`src/rtl/tn_pkg.sv`:
```
package tn_pkg;

  localparam int     QB  = 30;
  localparam longint ONE = 64'sd1 <<< QB;

  // ln((1+r)/(1-r)) with r = pr/ps, as 2*atanh(r), Q30
  function automatic longint log_ratio_q30(input int pr, input int ps);
    longint r, r2, pw, acc;
    r   = (longint'(pr) <<< QB) / longint'(ps);
    r2  = (r * r) >>> QB;
    pw  = r;
    acc = 0;
    for (int k = 0; k < 48; k++) begin
      acc += pw / longint'(2 * k + 1);
      pw   = (pw * r2) >>> QB;
    end
    return 2 * acc;
  endfunction

  // e^(-x) for x >= 0, Q30 in and out
  function automatic longint exp_neg_q30(input longint x);
    longint y, term, acc;
    if (x > (longint'(40) <<< QB)) return 0;
    y    = x >>> 6;
    term = ONE;
    acc  = ONE;
    for (int n = 1; n <= 12; n++) begin
      term = -((term * y) >>> QB) / longint'(n);
      acc += term;
    end
    for (int s = 0; s < 6; s++) acc = (acc * acc) >>> QB;
    return acc;
  endfunction

  // tanh(u) for u >= 0, Q30
  function automatic longint tanh_pos_q30(input longint u);
    longint e;
    e = exp_neg_q30(2 * u);
    return ((ONE - e) <<< QB) / (ONE + e);
  endfunction

  // activation table entry i, in Q(frac)
  function automatic longint lut_entry(input int i, input int lut_bits, input int shift,
                                       input int frac, input int ec_q, input longint lr_q30);
    longint v, d, mag, u, t;
    v   = longint'(i - (1 << (lut_bits - 1))) <<< shift;
    d   = v - longint'(ec_q);
    mag = (d < 0) ? -d : d;
    u   = (mag * lr_q30) / (2 * longint'(ec_q));
    t   = tanh_pos_q30(u);
    mag = (t + (ONE >>> (frac + 1))) >>> (QB - frac);
    return (d < 0) ? -mag : mag;
  endfunction

  // first table index whose entry reaches one half
  function automatic int fire_index(input int lut_bits, input int shift, input int frac,
                                    input int ec_q, input longint lr_q30);
    for (int i = 0; i < (1 << lut_bits); i++)
      if (lut_entry(i, lut_bits, shift, frac, ec_q, lr_q30) >= (longint'(1) <<< (frac - 1)))
        return i;
    return 1 << lut_bits;
  endfunction

endpackage

```
`src/rtl/tn_sum.sv`:
```
module tn_sum #(
  parameter int DW       = 16,
  parameter int FRAC     = 12,
  parameter int LUT_BITS = 8,
  parameter int CLAMP_IB = 2
) (
  input  logic                   x1,
  input  logic                   x2,
  input  logic signed [DW-1:0]   w_bias,
  input  logic signed [DW-1:0]   w_x1,
  input  logic signed [DW-1:0]   w_x2,
  output logic [LUT_BITS-1:0]    idx
);
  localparam int SW       = DW + 2;
  localparam int SHIFT    = FRAC + CLAMP_IB + 1 - LUT_BITS;
  localparam int HI_VAL   = (1 << (FRAC + CLAMP_IB)) - 1;
  localparam int LO_VAL   = -(1 << (FRAC + CLAMP_IB));
  localparam int MID_IDX  = 1 << (LUT_BITS - 1);

  logic                 xv   [2];
  logic signed [DW-1:0] wv   [2];
  logic signed [SW-1:0] term [3];
  logic signed [SW-1:0] sum, clamped, binned;

  assign xv[0] = x1;
  assign xv[1] = x2;
  assign wv[0] = w_x1;
  assign wv[1] = w_x2;

  // bias input is a constant one
  assign term[0] = SW'(w_bias);

  generate
    for (genvar g = 0; g < 2; g++) begin : g_in
      assign term[g+1] = xv[g] ? SW'(wv[g]) : '0;
    end
  endgenerate

  assign sum = term[0] + term[1] + term[2];

  always_comb begin
    if (sum > SW'(HI_VAL))      clamped = SW'(HI_VAL);
    else if (sum < SW'(LO_VAL)) clamped = SW'(LO_VAL);
    else                        clamped = sum;
  end

  assign binned = (clamped >>> SHIFT) + SW'(MID_IDX);
  assign idx    = LUT_BITS'(binned);
endmodule

```
`src/rtl/tn_act_rom.sv`:
```
module tn_act_rom #(
  parameter int DW       = 16,
  parameter int FRAC     = 12,
  parameter int LUT_BITS = 8,
  parameter int CLAMP_IB = 2,
  parameter int EC_Q     = 1311,
  parameter int PR       = 15,
  parameter int PS       = 23
) (
  input  logic [LUT_BITS-1:0]  idx,
  output logic signed [DW-1:0] act,
  output logic                 fire
);
  localparam int     DEPTH = 1 << LUT_BITS;
  localparam int     SHIFT = FRAC + CLAMP_IB + 1 - LUT_BITS;
  localparam longint LR    = tn_pkg::log_ratio_q30(PR, PS);
  localparam int     THR   = tn_pkg::fire_index(LUT_BITS, SHIFT, FRAC, EC_Q, LR);

  logic signed [DW-1:0] rom [DEPTH];

  generate
    for (genvar i = 0; i < DEPTH; i++) begin : g_rom
      localparam longint ENT = tn_pkg::lut_entry(i, LUT_BITS, SHIFT, FRAC, EC_Q, LR);
      assign rom[i] = DW'(ENT);
    end
  endgenerate

  assign act  = rom[idx];
  // curve is monotone, so the logic level is an index compare
  assign fire = ({1'b0, idx} >= (LUT_BITS+1)'(THR));
endmodule

```
`src/rtl/tn_out_reg.sv`:
```
module tn_out_reg #(
  parameter int DW = 16
) (
  input  logic                 clk,
  input  logic                 rst_n,
  input  logic                 take,
  input  logic                 drain,
  input  logic signed [DW-1:0] d_act,
  input  logic                 d_bit,
  output logic                 q_valid,
  output logic signed [DW-1:0] q_act,
  output logic                 q_bit
);
  always_ff @(posedge clk) begin
    if (!rst_n) begin
      q_valid <= 1'b0;
      q_act   <= '0;
      q_bit   <= 1'b0;
    end else if (take) begin
      q_valid <= 1'b1;
      q_act   <= d_act;
      q_bit   <= d_bit;
    end else if (drain) begin
      q_valid <= 1'b0;
    end
  end
endmodule

```
`src/rtl/threshold_neuron.sv`:
```
module threshold_neuron #(
  parameter int DW       = 16,
  parameter int FRAC     = 12,
  parameter int LUT_BITS = 8,
  parameter int CLAMP_IB = 2,
  parameter int EC_Q     = 1311,
  parameter int PR       = 15,
  parameter int PS       = 23
) (
  input  logic                 clk,
  input  logic                 rst_n,
  input  logic                 in_valid,
  output logic                 in_ready,
  input  logic                 in_x1,
  input  logic                 in_x2,
  input  logic signed [DW-1:0] w_bias,
  input  logic signed [DW-1:0] w_x1,
  input  logic signed [DW-1:0] w_x2,
  output logic                 out_valid,
  input  logic                 out_ready,
  output logic signed [DW-1:0] out_act,
  output logic                 out_bit
);
  logic [LUT_BITS-1:0]  idx;
  logic signed [DW-1:0] act_c;
  logic                 fire_c;
  logic                 take;

  assign in_ready = !out_valid || out_ready;
  assign take     = in_valid && in_ready;

  tn_sum #(.DW(DW), .FRAC(FRAC), .LUT_BITS(LUT_BITS), .CLAMP_IB(CLAMP_IB)) u_sum (
    .x1(in_x1), .x2(in_x2), .w_bias(w_bias), .w_x1(w_x1), .w_x2(w_x2), .idx(idx)
  );

  tn_act_rom #(.DW(DW), .FRAC(FRAC), .LUT_BITS(LUT_BITS), .CLAMP_IB(CLAMP_IB),
               .EC_Q(EC_Q), .PR(PR), .PS(PS)) u_rom (
    .idx(idx), .act(act_c), .fire(fire_c)
  );

  tn_out_reg #(.DW(DW)) u_out (
    .clk(clk), .rst_n(rst_n), .take(take), .drain(out_ready),
    .d_act(act_c), .d_bit(fire_c),
    .q_valid(out_valid), .q_act(out_act), .q_bit(out_bit)
  );
endmodule

```
`config.mk`:
```
export PLATFORM = sky130hd
export DESIGN_NAME = threshold_neuron
export DESIGN_NICKNAME = d
export VERILOG_FILES = /design/src/rtl/tn_pkg.sv /design/src/rtl/tn_sum.sv /design/src/rtl/tn_act_rom.sv /design/src/rtl/tn_out_reg.sv /design/src/rtl/threshold_neuron.sv
export SDC_FILE = /design/constraint.sdc
export NUM_CORES = 1
export LEC_CHECK = 0
export BUFFER_PORTS_ARGS = -buffer_cell sky130_fd_sc_hd__buf_2
export CORE_MARGIN = 4
export CORE_UTILIZATION = 28
export DETAILED_ROUTE_END_ITERATION = 10
export PLACE_DENSITY = 0.44
export SLEW_MARGIN = 20
export SYNTH_ARGS = -nofsm -noshare
export SYNTH_HDL_FRONTEND = slang
export SYNTH_SLANG_ARGS = --single-unit
```
`constraint.sdc`:
```
create_clock -name clk -period 7.35 [get_ports clk]
set_input_delay 0.735 -clock clk [delete_from_list [all_inputs] [get_ports clk]]
set_output_delay 0.735 -clock clk [all_outputs]
set_load 0.02 [all_outputs]
```
==> impl_metrics.env <==
export IMPL_outcome="complete, no violations"
export IMPL_tightest_slew_ps=1155
export IMPL_instances_no_fill=843
export IMPL_max_slew_margin_rel_pct=22.20
export IMPL_finalHoldViolCount=0
export IMPL_pwr_share_seq_pct=5.7
export IMPL_postPlaceCellArea_um2=4852
export IMPL_final_layout_size_suffix_gt1_share_pct=17.86
export IMPL_r2r_end="u_out.q_act[9]$_SDFFE_PN0P_"
export IMPL_grt_max_degree=30
export IMPL_drt_vias_per_instance=6.288
export IMPL_seqCellArea_um2=320.3
export IMPL_synth_edff_count=0
export IMPL_rsz0062_at_grt="no"
export IMPL_intPower_w=0.0007737
export IMPL_gp_congestion=1.017
export IMPL_ys_seq_area_share_pct=7.365
export IMPL_ant_nets=0
export IMPL_cts_setup_buffers=0
export IMPL_arrival_ps=5900
export IMPL_multi_input_area_um2=3722
export IMPL_n_antenna_cell=0
export IMPL_reg2reg_slack_ps=4640
export IMPL_slowest_delay_ps=590
export IMPL_clk_latency_ps=260
export IMPL_synthDistinctLibCells=86
export IMPL_syn_mean_instance_area_um2=7.189
export IMPL_grt_pass1_wl_um=28590
export IMPL_period_needed_ps=5721
export IMPL_critPathMostFrequentCell="inv_1"
export IMPL_fmax_mhz=174.8
export IMPL_timing_max_cap_violations=0
export IMPL_dieArea_um2=17590
export IMPL_min_path_cells=2
export IMPL_swShare_pct=63.42
export IMPL_worstReg2RegStart="u_out.q_valid$_SDFFE_PN0P_"
export IMPL_utilization_pct=32.50
export IMPL_ys_ff_latch=16
export IMPL_nFillCells=1681
export IMPL_synth_main_ff_cell="dfxtp_1"
export IMPL_reg2reg_depth=9
export IMPL_clk_path_buf_depth=2
export IMPL_ys_warnings_count=0
export IMPL_dp_cells=839
export IMPL_cts_htree_levels=1
export IMPL_pwr_share_clk_pct=5.9
export IMPL_nNetsFinal=755
export IMPL_routed_wl_um=18330
export IMPL_final_area_um2=4941
export IMPL_track_usage_pct=19.95
export IMPL_vias=5301
export IMPL_cts_made_buffers=3
export IMPL_numClockSinks=16
export IMPL_top_usage_layer="met2"
export IMPL_die_width_um=132.6
export IMPL_ios=73
export IMPL_vdd_ir_drop_max_v=0.0001398
export IMPL_cp_start_kind="input port"
export IMPL_cts_resized=0
export IMPL_final_setup_tns_ps=0
export IMPL_syn2layout_area_growth_pct=13.61
export IMPL_grt_overflow=0
export IMPL_ys_async_sr_fraction_pct=0
export IMPL_crit_path_end_kind="flop"
export IMPL_whs_endpoint="u_out.q_act[11]$_SDFFE_PN0P_"
export IMPL_synthCells=605
export IMPL_grt_util_met2_pct=31.25
export IMPL_synth_net_count=704
export IMPL_met1_usage_pct=27.12
export IMPL_hold_path_class="flop to flop"
export IMPL_start_util_pct=28.61
export IMPL_path_clk_slew_ps=60
export IMPL_core_um2=15200
export IMPL_finalSetupViolCount=0
export IMPL_min_period_over_period_pct=77.84
export IMPL_drt_first_pass_iters=6
export IMPL_use_met3_pct=3.346
export IMPL_netlist_area_um2=4349
export IMPL_fp_row_count=45
export IMPL_crit_chain="buf_2 > nand2_1 > fa_1 > inv_1 > ha_1 > inv_1 > fa_1 > nand2b_1 > a21oi_2 > o311a_4 > mux2i_4 > o22ai_2 > o21ai_0 > a21oi_1 > inv_1 > ha_1 > o21ai_0 > a2111oi_0 > a211oi_1 > a31oi_1"
export IMPL_critPathKind="input port to flop"
export IMPL_p_per_area_nw_per_um2=428.1
export IMPL_leakagePower_nw=2.027
export IMPL_p_switching_w=0.001341
export IMPL_clock_skew_ps=4.332
export IMPL_antenna_found_initial=0
export IMPL_critPathSlowestCell="a2111oi_0"
export IMPL_cts_tree="done"
export IMPL_dr_first_iter_drc_count=579
export IMPL_chipHeight_um=132.6
export IMPL_portBuffers=72
export IMPL_root_buffer="clkbuf_16"
export IMPL_wl_per_cell_um=21.74
export IMPL_min_from="u_out.q_act[11]$_SDFFE_PN0P_"
export IMPL_grt_pass1_vias=5203
export IMPL_p_total_w=0.002115
export IMPL_drv_slew=0
export IMPL_crit_required_ps=7530
export IMPL_drc_errors=0
export IMPL_dp_hpwl_um=13990
export IMPL_pwr_share_comb_pct=88.4
export IMPL_critPathMaxFanout=16
export IMPL_holdBufCountCts=0
==> synthesized netlist by cell type, types with 3 or more instances <==
library cell  count  share of area, %
nand2_1          60               5.2
nand3_1          14               1.6
o221ai_1         10               2.0
xnor2_1           4              0.81
and3_1            6              0.86
nor3_1           14               1.6
a21oi_2           3              0.60
fa_1             17               7.8
mux2i_1           4              0.92
a221o_1           3              0.69
a311oi_1          3              0.60
a211oi_2          3              0.86
and2_1           32               4.6
buf_4             8               1.4
o21ai_1           6              0.69
nand2b_1          3              0.43
ha_1             28               8.1
or3_1             5              0.72
a31oi_1          19               2.7
a211o_1           8               1.6
a221oi_1          4              0.81
o2111ai_1         4              0.81
nand4_1           3              0.43
o21ai_0          39               4.5
nor2_1           51               4.4
a32oi_1           4              0.81
clkbuf_1         17               1.5
dfxtp_1          16               7.4
xor2_1            5               1.0
or2_1             3              0.43
inv_1            26               2.2
a21o_1           10               1.7
o21a_1            4              0.69
a41oi_1           3              0.60
o22ai_1           7               1.0
o211ai_1         19               3.3
a2bb2oi_1         3              0.60
o311a_1           4              0.92
a211oi_1         12               2.1
o31ai_1           5              0.86
o221a_2           3              0.78
a21oi_1          47               5.4
buf_2            13               1.5
nor4_1            5              0.72
==> cell usage in the layout (no fill, tap or decap), drive strengths merged, types with 4 or more instances in the layout <==
| cell | n |
|---|---|
| o31ai | 7 |
| dfxtp | 16 |
| a211oi | 15 |
| nor3 | 15 |
| a21oi | 50 |
| or3 | 5 |
| xnor2 | 5 |
| and3 | 6 |
| ha | 28 |
| clkbuf | 4 |
| o211ai | 19 |
| nand3 | 14 |
| o21a | 4 |
| a31oi | 20 |
| buf | 87 |
| inv | 27 |
| nor4 | 6 |
| fa | 17 |
| a211o | 8 |
| o2111ai | 4 |
| a21o | 10 |
| nor2 | 52 |
| o311a | 5 |
| or2 | 4 |
| a221oi | 4 |
| o22ai | 8 |
| xor2 | 5 |
| a32oi | 4 |
| and2 | 32 |
| o21ai | 46 |
| nand2 | 60 |
| mux2i | 5 |
| o221ai | 10 |
==> metal layers <==
metal | wire length, um | up-vias
met1 | 7727 | 2504
met3 | 1624 | 76
li1 | - | 2407
met4 | 856 | 0
met2 | 8119 | 314
met5 | 0 | -
==> worst max-delay path, delay by kind of cell <==
kind                       cells  cell delay (ps)
muxes                          1              320
adders and majority gates      4             1440
and+or+nand+nor                2              270
AOI/OAI and AO/OA              9             2500
buffers and inverters          4              610
==> kinds of logic after synthesis <==
group | synth area share (%)
flip-flops | 7.365
buffers and inverters | 7.278
multiplexers | 1.697
AND/OR/NAND/NOR | 23.27
AO/OA/AOI/OAI | 42.32
adder cells (fa/ha/maj) | 15.88
XOR/XNOR | 2.186
==> sequential cells by signal, summed over array words and instances, names as in the netlist <==
| register | cells |
|---|---|
| u_out.q_act | 14 |
| u_out.q_bit | 1 |
| u_out.q_valid | 1 |
==> per-stage QoR <==
step                hold WS, ps  setup slack [ps]
floorplan                 534.5              1408
global placement          449.3              1439
detailed placement        451.3              1543
CTS                       458.5              1786
global route              496.2              1057
finish                    454.8              1629
==> power by group through the flow <==
| stage | Sequential [W] | Clock, W | Combinational, W |
|---|---|---|---|
| final | 0.000120 | 0.000125 | 0.00187 |
| after detailed placement | 0.000122 | 0 | 0.00179 |
| after global routing | 0.000123 | 0.000128 | 0.00199 |
| after global placement | 0.000121 | 0 | 0.00184 |
| after floorplan | 0.000149 | 0 | 0.00124 |
| after CTS | 0.000121 | 0.000124 | 0.00180 |
==> worst max path at each step <==
stage | startpoint | slack (ps) | end | cells after the start
global route | in_x2 | 1060 | u_out.q_act[3]$_SDFFE_PN0P_ | 20
finish | in_x2 | 1630 | u_out.q_act[3]$_SDFFE_PN0P_ | 20
floorplan | in_x2 | 1410 | u_out.q_act[1]$_SDFFE_PN0P_ | 23
global placement | in_x2 | 1440 | u_out.q_act[6]$_SDFFE_PN0P_ | 19
CTS | in_x2 | 1790 | u_out.q_act[3]$_SDFFE_PN0P_ | 20
detailed placement | in_x2 | 1540 | u_out.q_act[1]$_SDFFE_PN0P_ | 19
==> final cells by class <==
| cell class | instances | share of cell area (%) |
|---|---|---|
| inverter | 27 | 2.051 |
| multi-input combinational | 521 | 75.34 |
| timing repair buffer | 87 | 9.572 |
| tap | 188 | 4.761 |
| sequential | 16 | 6.483 |
| clock buffer | 4 | 1.798 |
Power figures use the tool's default switching activity.
